<file path="config.mk">
export PLATFORM = sky130hd
export DESIGN_NAME = flash_query_resp
export DESIGN_NICKNAME = d
export VERILOG_FILES = /design/src/rtl/fqr_pkg.sv /design/src/rtl/fqr_query_rom.sv /design/src/rtl/fqr_devid.sv /design/src/rtl/fqr_lane_pack.sv /design/src/rtl/flash_query_resp.sv
export SDC_FILE = /design/constraint.sdc
export NUM_CORES = 1
export LEC_CHECK = 0
export BUFFER_PORTS_ARGS = -buffer_cell sky130_fd_sc_hd__buf_2
export CORE_AREA = 2 2 141 143
export CTS_BUF_LIST = sky130_fd_sc_hd__clkbuf_2
export CTS_CLUSTER_SIZE = 24
export DETAILED_ROUTE_END_ITERATION = 12
export DIE_AREA = 0 0 143 145
export PLACE_DENSITY = 0.62
export SKIP_CTS_REPAIR_TIMING = 1
export SLEW_MARGIN = 20
export SYNTH_ARGS = -nofsm -noshare
export SYNTH_HDL_FRONTEND = slang
export SYNTH_SLANG_ARGS = --single-unit
</file>
<file path="constraint.sdc">
create_clock -name clk -period 0.8 [get_ports clk]
set_clock_uncertainty 0.1 [all_clocks]
set_input_delay 0.04 -clock clk [delete_from_list [all_inputs] [get_ports clk]]
set_output_delay 0.04 -clock clk [all_outputs]
set_load 0.02 [all_outputs]
</file>
<file path="src/rtl/fqr_pkg.sv">
package fqr_pkg;
   typedef enum logic [1:0] {
      MODE_ARRAY  = 2'd0,
      MODE_STATUS = 2'd1,
      MODE_DEVID  = 2'd2,
      MODE_QUERY  = 2'd3
   } rd_mode_e;

   typedef enum logic [1:0] {
      SZ_BYTE = 2'd0,
      SZ_HALF = 2'd1,
      SZ_WORD = 2'd2,
      SZ_WIDE = 2'd3
   } rd_size_e;

   // one past the last defined query table entry
   localparam int QRY_TBL_LEN = 'h44;
endpackage

</file>
<file path="src/rtl/fqr_query_rom.sv">
module fqr_query_rom
   import fqr_pkg::*;
#(
   parameter int IDX_W      = 22,
   parameter int CHIPS      = 2,
   parameter int BLOCK_LOG2 = 16,
   parameter int WBUF_LOG2  = 7
) (
   input  logic [IDX_W-1:0] idx,
   input  logic [5:0]       cfg_size_log2,
   output logic [7:0]       q_byte
);
   localparam int          BLK_UNITS_I = (1 << BLOCK_LOG2) / CHIPS / 256;
   localparam logic [15:0] BLK_UNITS   = 16'(BLK_UNITS_I);
   localparam logic [7:0]  WBUF_CHIP   = 8'(WBUF_LOG2 + 1 - CHIPS);
   localparam logic [7:0]  CHIP_SHIFT  = 8'(CHIPS - 1);

   logic [5:0]  blk_shift;
   logic [15:0] nblk_m1;
   logic [7:0]  chip_log2;

   assign blk_shift = cfg_size_log2 - 6'(BLOCK_LOG2);
   assign nblk_m1   = (16'd1 << blk_shift) - 16'd1;
   assign chip_log2 = {2'b00, cfg_size_log2} - CHIP_SHIFT;

   always_comb begin
      q_byte = 8'h00;
      if (idx < IDX_W'(QRY_TBL_LEN)) begin
         case (idx[6:0])
            7'h10: q_byte = 8'h51;
            7'h11: q_byte = 8'h52;
            7'h12: q_byte = 8'h59;
            7'h13: q_byte = 8'h01;
            7'h15: q_byte = 8'h31;
            7'h1B: q_byte = 8'h45;
            7'h1C: q_byte = 8'h55;
            7'h1F: q_byte = 8'h01;
            7'h20: q_byte = 8'h01;
            7'h21: q_byte = 8'h01;
            7'h27: q_byte = chip_log2;
            7'h28: q_byte = 8'h05;
            7'h2A: q_byte = WBUF_CHIP;
            7'h2C: q_byte = 8'h01;
            7'h2D: q_byte = nblk_m1[7:0];
            7'h2E: q_byte = nblk_m1[15:8];
            7'h2F: q_byte = BLK_UNITS[7:0];
            7'h30: q_byte = BLK_UNITS[15:8];
            7'h31: q_byte = 8'h50;
            7'h32: q_byte = 8'h52;
            7'h33: q_byte = 8'h49;
            7'h34: q_byte = 8'h31;
            7'h35: q_byte = 8'h30;
            7'h36: q_byte = 8'hA0;
            7'h3B: q_byte = 8'h01;
            7'h3D: q_byte = 8'h50;
            7'h3F: q_byte = 8'h01;
            default: q_byte = 8'h00;
         endcase
      end
   end
endmodule

</file>
<file path="src/rtl/fqr_devid.sv">
module fqr_devid #(
   parameter int ADDR_W     = 24,
   parameter int BLOCK_LOG2 = 16,
   parameter int NBLK       = 256
) (
   input  logic [ADDR_W-1:0] addr,
   input  logic [NBLK-1:0]   lock_bits,
   output logic [15:0]       id_val
);
   logic [8:0]                 entry;
   logic [ADDR_W-BLOCK_LOG2-1:0] blk;
   logic                       unused_bits;

   assign entry       = addr[10:2];
   assign blk         = addr[ADDR_W-1:BLOCK_LOG2];
   assign unused_bits = ^{addr[1:0], addr[BLOCK_LOG2-1:11]};

   always_comb begin
      case (entry)
         9'd0:    id_val = 16'h0000;
         9'd1:    id_val = 16'hFFFF;
         9'd2:    id_val = {15'd0, lock_bits[blk]};
         default: id_val = 16'h0000;
      endcase
   end
endmodule

</file>
<file path="src/rtl/fqr_lane_pack.sv">
module fqr_lane_pack
   import fqr_pkg::*;
#(
   parameter int CHIPS = 2
) (
   input  rd_mode_e    mode,
   input  rd_size_e    size,
   input  logic [31:0] mem_rdata,
   input  logic [15:0] val16,
   output logic [31:0] packed_data
);
   logic [15:0] upper_lane;

   generate
      if (CHIPS == 2) begin : g_dual
         assign upper_lane = val16;
      end else begin : g_single
         assign upper_lane = 16'h0000;
      end
   endgenerate

   always_comb begin
      if (mode == MODE_ARRAY) begin
         packed_data = mem_rdata;
      end else begin
         case (size)
            SZ_BYTE: packed_data = {24'h0, val16[7:0]};
            SZ_HALF: packed_data = {16'h0, val16};
            default: packed_data = {upper_lane, val16};
         endcase
      end
   end
endmodule

</file>
<file path="src/rtl/flash_query_resp.sv">
module flash_query_resp
   import fqr_pkg::*;
#(
   parameter int ADDR_W     = 24,
   parameter int BLOCK_LOG2 = 16,
   parameter int CHIPS      = 2,
   parameter int WBUF_LOG2  = 7
) (
   input  logic                                 clk,
   input  logic                                 rst_n,
   input  logic [1:0]                           rd_mode,
   input  logic [1:0]                           rd_size,
   input  logic [ADDR_W-1:0]                    rd_addr,
   input  logic [31:0]                          mem_rdata,
   input  logic [7:0]                           status,
   input  logic [(1<<(ADDR_W-BLOCK_LOG2))-1:0]  lock_bits,
   input  logic [5:0]                           cfg_size_log2,
   output logic [31:0]                          rd_data
);
   localparam int NBLK  = 1 << (ADDR_W - BLOCK_LOG2);
   localparam int IDX_W = ADDR_W - 2;

   generate
      if (CHIPS != 1 && CHIPS != 2) begin : g_bad_chips
         $error("CHIPS must be 1 or 2");
      end
      if (BLOCK_LOG2 <= 11 || BLOCK_LOG2 >= ADDR_W) begin : g_bad_block
         $error("BLOCK_LOG2 must exceed the ID mask and stay below ADDR_W");
      end
      if (ADDR_W > 32 || IDX_W < 7) begin : g_bad_addr
         $error("ADDR_W out of range");
      end
   endgenerate

   rd_mode_e    mode;
   rd_size_e    size;
   logic [7:0]  q_byte;
   logic [15:0] id_val;
   logic [15:0] val16;
   logic [31:0] packed_data;

   assign mode = rd_mode_e'(rd_mode);
   assign size = rd_size_e'(rd_size);

   fqr_query_rom #(
      .IDX_W(IDX_W), .CHIPS(CHIPS), .BLOCK_LOG2(BLOCK_LOG2), .WBUF_LOG2(WBUF_LOG2)
   ) u_rom (
      .idx(rd_addr[ADDR_W-1:2]),
      .cfg_size_log2(cfg_size_log2),
      .q_byte(q_byte)
   );

   fqr_devid #(
      .ADDR_W(ADDR_W), .BLOCK_LOG2(BLOCK_LOG2), .NBLK(NBLK)
   ) u_devid (
      .addr(rd_addr),
      .lock_bits(lock_bits),
      .id_val(id_val)
   );

   always_comb begin
      case (mode)
         MODE_STATUS: val16 = {8'h00, status};
         MODE_DEVID:  val16 = id_val;
         MODE_QUERY:  val16 = {8'h00, q_byte};
         default:     val16 = 16'h0000;
      endcase
   end

   fqr_lane_pack #(.CHIPS(CHIPS)) u_pack (
      .mode(mode),
      .size(size),
      .mem_rdata(mem_rdata),
      .val16(val16),
      .packed_data(packed_data)
   );

   always_ff @(posedge clk or negedge rst_n) begin
      if (!rst_n) rd_data <= 32'h0;
      else        rd_data <= packed_data;
   end

   // marks that rd_data has been loaded at least once since reset
   logic vld_q;
   always_ff @(posedge clk or negedge rst_n) begin
      if (!rst_n) vld_q <= 1'b0;
      else        vld_q <= 1'b1;
   end

   a_r1_reset_zero: assert property (@(posedge clk) !vld_q |-> rd_data == 32'h0);

   a_r2_array_pass: assert property (@(posedge clk) disable iff (!rst_n)
      vld_q && $past(rd_mode) == 2'd0 |-> rd_data == $past(mem_rdata));

   a_r3_status_val: assert property (@(posedge clk) disable iff (!rst_n)
      vld_q && $past(rd_mode) == 2'd1 && $past(rd_size) == 2'd1
      |-> rd_data == {24'h0, $past(status)});

   a_r9_query_tail: assert property (@(posedge clk) disable iff (!rst_n)
      vld_q && $past(rd_mode) == 2'd3 && $past(rd_addr[ADDR_W-1:2]) >= IDX_W'(QRY_TBL_LEN)
      |-> rd_data == 32'h0);

   a_r10_devid_one: assert property (@(posedge clk) disable iff (!rst_n)
      vld_q && $past(rd_mode) == 2'd2 && $past(rd_addr[10:2]) == 9'd1 && $past(rd_size) != 2'd0
      |-> rd_data[15:0] == 16'hFFFF);

   a_r11_lane_copy: assert property (@(posedge clk) disable iff (!rst_n)
      vld_q && $past(rd_mode) != 2'd0 && $past(rd_size[1]) && CHIPS == 2
      |-> rd_data[31:16] == rd_data[15:0]);

   a_r12_half_upper: assert property (@(posedge clk) disable iff (!rst_n)
      vld_q && $past(rd_mode) != 2'd0 && $past(rd_size) == 2'd1 |-> rd_data[31:16] == 16'h0);

   a_r13_byte_upper: assert property (@(posedge clk) disable iff (!rst_n)
      vld_q && $past(rd_mode) != 2'd0 && $past(rd_size) == 2'd0 |-> rd_data[31:8] == 24'h0);
endmodule

</file>
==> qor.yml, run 1 <==
run_status:
  status: "finished, violations left"
  violations: "hold timing, setup timing"
global_routing:
  antenna_found_initial: 7
  grt_overflow: 0
  grt_max_degree: 45
  grt_pass1_vias: 6274
  grt.total_usage_pct: 19.9
  grt_pass1_wl_um: 32400
logic_synthesis:
  synth_area_per_cell_um2: 9.70
  synth_edf_count: 0
  synth-async-reset-ratio_pct: 100
  ys_warn_count: 0
  synthFlopType: "dfrtp_1"
  syn_inst: 478
  ys_seq_area_share_pct: 17.3
  synth_seq_cells: 32
  syn_nets: 813
  netlist_area_um2: 4640
  synth_cell_types: 72
min_path:
  min_path_cells: 4
  hold_end: "rd_data[7]"
  min_from: "status[7]"
  hold_path.class: "input port to register"
worst_setup_path:
  slowest_stage: "or3_4"
  worstPathBufferInverterCount: 2
  worstPathMaxFanout: 4
  crit_path_start_kind: "input port"
  crit_family: "simple AND/OR/NAND/NOR gates"
  required_ns: 0.98
  crit_chain: "buf_6 -> inv_2 -> ha_4 -> and3b_2 -> nand3_2 -> ha_4 -> or3_4 -> mux2_4 -> o22ai_2 -> a221oi_2 -> o21ai_2 -> a22o_1"
  arrival_ns: 2.13
  slowest_delay_ns: 0.40
  crit_type: "input port to register"
  end_kind: "register"
  cp_common_cell: "ha_4"
clock_network:
  cts.path.max_buffers: 2
  cts_sinks: 32
  cts_tree: "yes"
  cts.reportedPaths.clkPinSlew_ns: 0.14
  root_buffer: "clkbuf_2"
  ctsHtreeMaxLevel: 2
  cts_inserted_buffers: 5
timing:
  fin_setup_tns_ns: -26.09
  holdWs_ns: -0.0995
  hold_violations: 15
  fin_crit_sh_pct: 244
  rsz0062_at_grt: "true"
  fmax_mhz: 513
  finalCriticalPeriod_ns: 1.95
  final-setup-viol-count: 64
  slew_viol_final: 0
  setup_ws_ns: -1.15
  worstMarginPinSlew_ns: 0.500
  relSlewSlack_pct: 66.6
power_and_ir_drop:
  leakage_nw: 4.39
  power_density_nw_per_um2: 719
  peakVddDrop_mv: 0.452
  finalPower_mw: 6.39
die:
  fp.dieW_um: 143
  num_rows: 51
  io_pins: 364
  die_h_um: 145
  coreArea_um2: 19200
  die-area_um2: 20700
  start_util_pct: 24.1
place:
  port_buffers: 361
  globalplace.congestion: 0.933
  hpwl_um: 18700
  dpl_cell_area_um2: 7540
  pre_cts_ws_ns: -1.69
routing:
  drt_wl_total_um: 23100
  via_count: 6104
  drtAntennaViolNets: 0
  drt_first_iter_violations: 245
  drc: 0
  wl_per_cell_um: 18.5
  firstDrtPassIters: 4
  routed_via_density: 4.88
final_layout:
  top_register: "rd_data"
  largest_register_ffs: 32
  area_growth_pct: 91.6
  nNetsFinal: 1316
  drive_above_1_share_pct: 64.7
  fin_area_um2: 8880
  reg.largest.list: "rd_data x32"
flow_run:
  max_cap_viol_count: 0
==> layer usage <==
layer	part of all wire (%)	vias to the layer above	GRT usage [%]	wire (um)
met4	2.0	2	5.50	469
li1	-	2930	-	-
met5	0.056	-	0	13
met1	37	2906	22.1	8450
met3	5.2	34	2.97	1200
met2	56	232	38.3	13000
==> power breakdown <==
part | leakage, nW | internal (mW) | switching, mW
clock network | 0.0239 | 0.181 | 0.517
logic | 3.94 | 2.26 | 1.68
registers | 0.424 | 1.70 | 0.0465
total | 4.39 | 4.14 | 2.24
==> synthesized netlist by cell type, types with 6 or more instances <==
master,count,area share [%]
inv_1,13,1.1
o21ai_1,10,1.1
nand2b_1,9,1.2
mux2_2,8,1.9
nor2b_1,7,0.94
a211oi_1,8,1.3
nand3_1,8,0.86
a221oi_1,7,1.3
mux4_1,8,4.5
a21o_1,24,3.9
nor3_1,6,0.65
o22ai_1,13,1.8
buf_2,6,0.65
dfrtp_1,32,17
o21ai_0,18,1.9
mux4_2,38,18
mux2i_1,38,8.2
nand2_1,38,3.1
clkbuf_1,21,1.7
nor2_1,22,1.8
nor4_1,8,1.1
a22o_1,7,1.3
a21oi_1,22,2.4
==> stage by stage <==
stage / instances / util [%]
2_1_floorplan: 478 / -
3_3_place_gp: 1187 / 39.3
3_5_place_dp: 1187 / 39.3
4_1_cts: 1194 / 39.5
5_1_grt: 1251 / 46.2
6_report: 1252 / 46.3
==> layout by cell type (no fill, tap or decap), types with 6 or more instances in the layout <==
master         netlist  final
a21o_1              24     24
a21oi_1             22     19
a22o_1               7      7
buf_12               4      9
buf_2                6    320
buf_4                2    122
buf_6                3     51
dfrtp_1             32     32
diode_2              0      6
dlygate4sd3_1        0     33
inv_1               13     10
mux2_2               8      7
mux2i_1             38     38
mux4_1               8      8
mux4_2              38     38
nand2_1             38     35
nand2b_1             9      7
nand3_1              8      6
nor2_1              22     18
nor2b_1              7      7
o21ai_0             18     15
o21ai_1             10      6
o22ai_1             13      8
o22ai_2              1      6
==> layout make-up <==
class | count | area, um2
Antenna cell | 6 | 15.0
Timing Repair Buffer | 541 | 3710
Clock inverter | 2 | 7.51
Inverter | 13 | 51.3
Sequential cell | 32 | 801
Fill cell | 1827 | 10300
Clock buffer | 5 | 25.0
Multi-Input combinational cell | 388 | 3940
Tap cell | 265 | 332
==> worst max-delay path by stage <==
stage	startpoint	endpoint	slack, ns	cells after the start
2_1_floorplan	cfg_size_log2[4]	rd_data[18]	-1.42	12
3_3_place_gp	rd_addr[16]	rd_data[16]	-1.69	9
3_5_place_dp	rd_addr[16]	rd_data[16]	-1.69	9
4_1_cts	rd_addr[16]	rd_data[16]	-1.29	9
5_1_grt	cfg_size_log2[4]	rd_data[18]	-1.17	12
6_report	cfg_size_log2[5]	rd_data[18]	-1.15	12
==> kinds of logic after synthesis <==
kind of cell	Yosys count	synth area share (%)
muxes	92	33.1
adders and majority gates	3	0.810
DFF	32	17.3
xor gates and xnor gates	6	1.13
buffers and inverters	58	8.53
and+or+nand+nor	130	14.9
AOI/OAI and AO/OA	157	24.2
Note: power is estimated with default switching activity, not from simulation.
==> inputs of run 2 (changes only) <==
--- a/config.mk
+++ b/config.mk
@@ -17,3 +17,4 @@
 export SYNTH_ARGS = -nofsm -noshare
 export SYNTH_HDL_FRONTEND = slang
 export SYNTH_SLANG_ARGS = --single-unit
+export TNS_END_PERCENT = 20
==> run 2 against run 1 <==
  * The run still ends with hold timing, setup timing left
  * Fmax up 3.0%
  * Non-clock buffer count fell by 9
  * Clock power rose by 58%
  * Count of clock-buffer cells in the layout grew 1
  * Sequential share of layout area up 0.43 points
  * Worst setup slack improved by 0.057 ns
  * Sequential power hardly changed
  * Wire length fell by 4.0%
  * Cell area is 4.6% lower
  * Global-route usage shrank 0.13 points
==> qor.yml, run 2 (same netlist as run 1, synthesis figures left out) <==
clock_network:
  cts_tree: "yes"
  cts.reportedPaths.clkPinSlew_ns: 0.17
  ctsHtreeMaxLevel: 2
  cts_inserted_buffers: 5
  root_buffer: "clkbuf_2"
  cts_sinks: 32
  cts.path.max_buffers: 2
routing:
  drt_first_iter_violations: 234
  wl_per_cell_um: 17.9
  drtAntennaViolNets: 0
  drt_wl_total_um: 22200
  via_count: 6011
  routed_via_density: 4.85
  drc: 0
  firstDrtPassIters: 4
worst_setup_path:
  arrival_ns: 2.10
  worstPathMaxFanout: 4
  end_kind: "register"
  crit_type: "input port to register"
  required_ns: 1.01
  critical_path.endpoint: "rd_data[18]"
  critPathLaunch: "cfg_size_log2[5]"
  crit_path_start_kind: "input port"
timing:
  holdWs_ns: -0.0962
  hold_violations: 16
  fmax_mhz: 528
  final-setup-viol-count: 64
  slew_viol_final: 0
  fin_crit_sh_pct: 237
  rsz0062_at_grt: "true"
  worstMarginPinSlew_ns: 0.464
  setup_ws_ns: -1.09
  relSlewSlack_pct: 68.9
  fin_setup_tns_ns: -29.53
  finalCriticalPeriod_ns: 1.89
place:
  globalplace.congestion: 0.885
  pre_cts_ws_ns: -1.74
  hpwl_um: 18700
  placedCellCount: 1195
  dpl_cell_area_um2: 7550
  port_buffers: 361
die:
  io_pins: 364
  num_rows: 51
  die_h_um: 145
  fp.dieW_um: 143
  start_util_pct: 24.1
  coreArea_um2: 19200
  die-area_um2: 20700
run_status:
  status: "finished, violations left"
  violations: "hold timing, setup timing"
power_and_ir_drop:
  peakVddDrop_mv: 0.557
  finalPower_mw: 6.60
  leakage_nw: 4.26
  power_density_nw_per_um2: 778
final_layout:
  final_util_pct: 44.1
  largest_register_ffs: 32
  drive_above_1_share_pct: 63.9
  reg.largest.list: "rd_data x32"
  fin_area_um2: 8480
  finalNonFillerCells: 1239
  area_growth_pct: 82.9
  most-common-layout-cells: "344 x buf_2, 124 x buf_4, 40 x mux4_2"
  top_register: "rd_data"
  nNetsFinal: 1307
  final_common_cell: "buf_2"
flow_run:
  max_cap_viol_count: 0
global_routing:
  grt_max_degree: 33
  use_met2_pct: 38.7
  met3_usage_pct: 2.61
  use_met1_pct: 21.9
  grt.total_usage_pct: 19.7
  busiest_layer: "met2"
  grt_overflow: 0
  grt_pass1_wl_um: 32200
  grt_pass1_vias: 6235
  antenna_found_initial: 1
min_path:
  min_path_cells: 4
  hold_path.class: "input port to register"
-- run 2: cell count changes in the layout (fill, tap and decap cells not counted), sizes merged --
cell	change
buf	-4
dlygate4sd3	-1
bufinv	+1
clkinv	-1
clkbuf	-3
diode	-5
-- run 2: power breakdown --
group | internal (mW) | total, mW | switching (mW)
registers | 1.70 | 1.73 | 0.0333
clock network | 0.539 | 1.10 | 0.564
logic | 2.12 | 3.76 | 1.64
total | 4.36 | 6.60 | 2.24
-- run 2: worst min-delay path by stage --
stage	start	endpoint	slack (ns)
floorplan	rst_n	rd_data[0]	-0.36
global placement	rst_n	rd_data[14]	-0.09
detailed placement	rst_n	rd_data[14]	-0.09
CTS	rst_n	rd_data[14]	-0.53
global route	status[7]	rd_data[7]	-0.13
finish	status[1]	rd_data[1]	-0.1
-- run 2: worst max-delay path, stage by stage --
cell and delay (ns):
buf_6 0.07, inv_4 0.03, ha_4 0.25, and3b_2 0.22, nand3_2 0.10, ha_4 0.18, or3_4 0.35, mux2_4 0.30
o22ai_4 0.13, a221oi_2 0.08, o21ai_2 0.19, a22o_1 0.16
-- run 2: per-layer routing --
| layer | up-vias | routed length [um] |
|---|---|---|
| met5 | - | 0 |
| met4 | 0 | 576 |
| met3 | 36 | 1160 |
| met2 | 251 | 12100 |
| met1 | 2823 | 8290 |
| li1 | 2901 | - |
-- run 2: cell type report --
type / count / area [um2]
clock buffer: 6 / 30.0
antenna: 1 / 2.50
inverter: 13 / 53.8
sequential: 32 / 801
timing repair buffer: 532 / 3430
fill: 1872 / 10700
clock inverter: 2 / 35.0
tap: 265 / 332
multi-input combinational: 388 / 3790
==> inputs of run 3 (changes only) <==
--- a/config.mk
+++ b/config.mk
@@ -5,13 +5,13 @@
 export SDC_FILE = /design/constraint.sdc
 export NUM_CORES = 1
 export LEC_CHECK = 0
-export BUFFER_PORTS_ARGS = -buffer_cell sky130_fd_sc_hd__buf_2
 export CORE_AREA = 2 2 141 143
 export CTS_BUF_LIST = sky130_fd_sc_hd__clkbuf_2
 export CTS_CLUSTER_SIZE = 24
 export DETAILED_ROUTE_END_ITERATION = 12
 export DIE_AREA = 0 0 143 145
-export PLACE_DENSITY = 0.62
+export DONT_BUFFER_PORTS = 1
+export PLACE_DENSITY = 0.45
 export SKIP_CTS_REPAIR_TIMING = 1
 export SLEW_MARGIN = 20
 export SYNTH_ARGS = -nofsm -noshare
==> run 3 against run 2 <==
  * The run still ends with hold timing, setup timing left
  * Die area did not move
  * Count of clock-buffer cells in the layout down 1
  * Clock power is 35% lower
  * Sequential power increased by 7%
  * Sequential cell count unchanged
  * Non-clock buffer count fell by 421
  * Critical path depth is 1 lower
  * Utilization shrank 14 points
  * Worst hold slack got worse by 0.22 ns
  * Worst setup slack improved by 0.087 ns
  * Critical endpoint unchanged
  * Largest cell class unchanged
  * Highest routed layer unchanged
==> qor.yml, run 3 (same netlist as run 1, synthesis figures left out) <==
run_status:
  status: "finished, violations left"
  violations: "hold timing, setup timing"
global_routing:
  grt_pass1_vias: 4675
  grt.total_usage_pct: 17.9
  grt_max_degree: 85
  grt_pass1_wl_um: 28500
  antenna_found_initial: 6
  grt_overflow: 0
routing:
  routed_via_density: 5.42
  drt_wl_total_um: 20200
  wl_per_cell_um: 24.5
  firstDrtPassIters: 4
  drtAntennaViolNets: 0
  via_count: 4475
  drc: 0
  drt_first_iter_violations: 180
min_path:
  hold_path.class: "input port to register"
timing:
  relSlewSlack_pct: 64.8
  setup_ws_ns: -1.01
  fmax_mhz: 554
  rsz0062_at_grt: "true"
  slew_viol_final: 0
  worstMarginPinSlew_ns: 0.523
  fin_crit_sh_pct: 226
  hold_violations: 62
  finalCriticalPeriod_ns: 1.81
  holdWs_ns: -0.319
  final-setup-viol-count: 64
clock_network:
  root_buffer: "clkbuf_2"
  cts.path.max_buffers: 2
  ctsHtreeMaxLevel: 2
  cts.reportedPaths.clkPinSlew_ns: 0.15
  cts_sinks: 32
  cts_inserted_buffers: 5
  cts_tree: "yes"
worst_setup_path:
  slowest_delay_ns: 0.39
  slowest_stage: "or3_4"
  cp_common_cell: "ha_4"
  crit_chain: "inv_1 -> ha_4 -> and3b_2 -> nand3_2 -> ha_4 -> or3_4 -> mux2_4 -> o22ai_2 -> a221oi_2 -> o21ai_1 -> a22o_1"
  worstPathMaxFanout: 4
  required_ns: 1.03
  crit_path_start_kind: "input port"
  crit_type: "input port to register"
  arrival_ns: 2.04
  end_kind: "register"
place:
  dpl_cell_area_um2: 5260
  pre_cts_ws_ns: -1.50
  port_buffers: 0
  globalplace.congestion: 0.913
  placedCellCount: 777
  hpwl_um: 16700
die:
  io_pins: 364
  fp.dieW_um: 143
  coreArea_um2: 19200
  die-area_um2: 20700
  die_h_um: 145
  num_rows: 51
  start_util_pct: 24.1
final_layout:
  nNetsFinal: 886
  drive_above_1_share_pct: 34.5
  largest_register_ffs: 32
  final_util_pct: 30.4
  fin_area_um2: 5830
  most-common-layout-cells: "79 x buf_4, 38 x mux2i_1, 38 x mux4_2"
  final_common_cell: "buf_4"
  multi_input_area_um2: 3640
  finalNonFillerCells: 825
  seq_area_um2: 822
  top_register: "rd_data"
  area_growth_pct: 25.8
  reg.largest.list: "rd_data x32"
  num-fill-cells: 1975
power_and_ir_drop:
  peakVddDrop_mv: 0.315
  leakage_nw: 2.37
  power_density_nw_per_um2: 778
flow_run:
  max_cap_viol_count: 0
[run 3: changes by cell type in the layout (fill, tap and decap cells not counted), moves of 8 or more]
cell     change
buf_4       -45
dfrtp_2     +17
buf_6       -18
buf_2      -344
dfrtp_1     -17
diode_2      +8
[run 3: cell type report]
| class | count | area share (%) |
|---|---|---|
| Clock buffer | 5 | 0.429 |
| Tap cell | 265 | 5.69 |
| Clock inverter | 2 | 0.129 |
| Multi-Input combinational cell | 388 | 62.4 |
| Antenna cell | 9 | 0.386 |
| Inverter | 13 | 0.880 |
| Sequential cell | 32 | 14.1 |
| Timing Repair Buffer | 111 | 16.0 |
[run 3: metal layers]
layer  vias to the layer above  global-route usage [%]  wire, um
li1                       2067                       -         -
met1                      2143                    21.5      7760
met2                       248                    32.4     10600
met3                        17                    2.94      1430
met4                         0                    5.15       410
met5                         -                       0         0
[run 3: power by group]
group | internal, mW | leakage (nW) | switching [mW]
Sequential | 1.71 | 0.400 | 0.143
Combinational | 1.19 | 1.95 | 0.779
Clock | 0.180 | 0.0240 | 0.535
Total | 3.08 | 2.37 | 1.46
[run 3: worst paths after layout]
| check | start | end | slack (ns) | cells after the start |
|---|---|---|---|---|
| setup / recovery | cfg_size_log2[5] | rd_data[18] | -1.01 | 11 |
| hold / removal | rd_size[1] | rd_data[20] | -0.32 | 1 |
| max in group asynchronous | rst_n | rd_data[31] | 0.43 | 2 |
| min in group asynchronous | rst_n | rd_data[2] | -0.02 | 2 |
[run 3: critical path, delay by kind of cell]
family,cells,cell delay (ns)
muxes,1,0.28
adders and majority gates,2,0.44
and+or+nand+nor,3,0.71
AOI/OAI and AO/OA,4,0.50
buffers and inverters,1,0.06
[run 3: per-stage QoR]
stage	power, mW	setup TNS [ns]
final	4.54	-24.81
after detailed placement	3.62	-33.84
after global placement	3.62	-34.36
after global routing	4.85	-28.24
after floorplan	3.40	-36.56
after CTS	4.35	-27.56
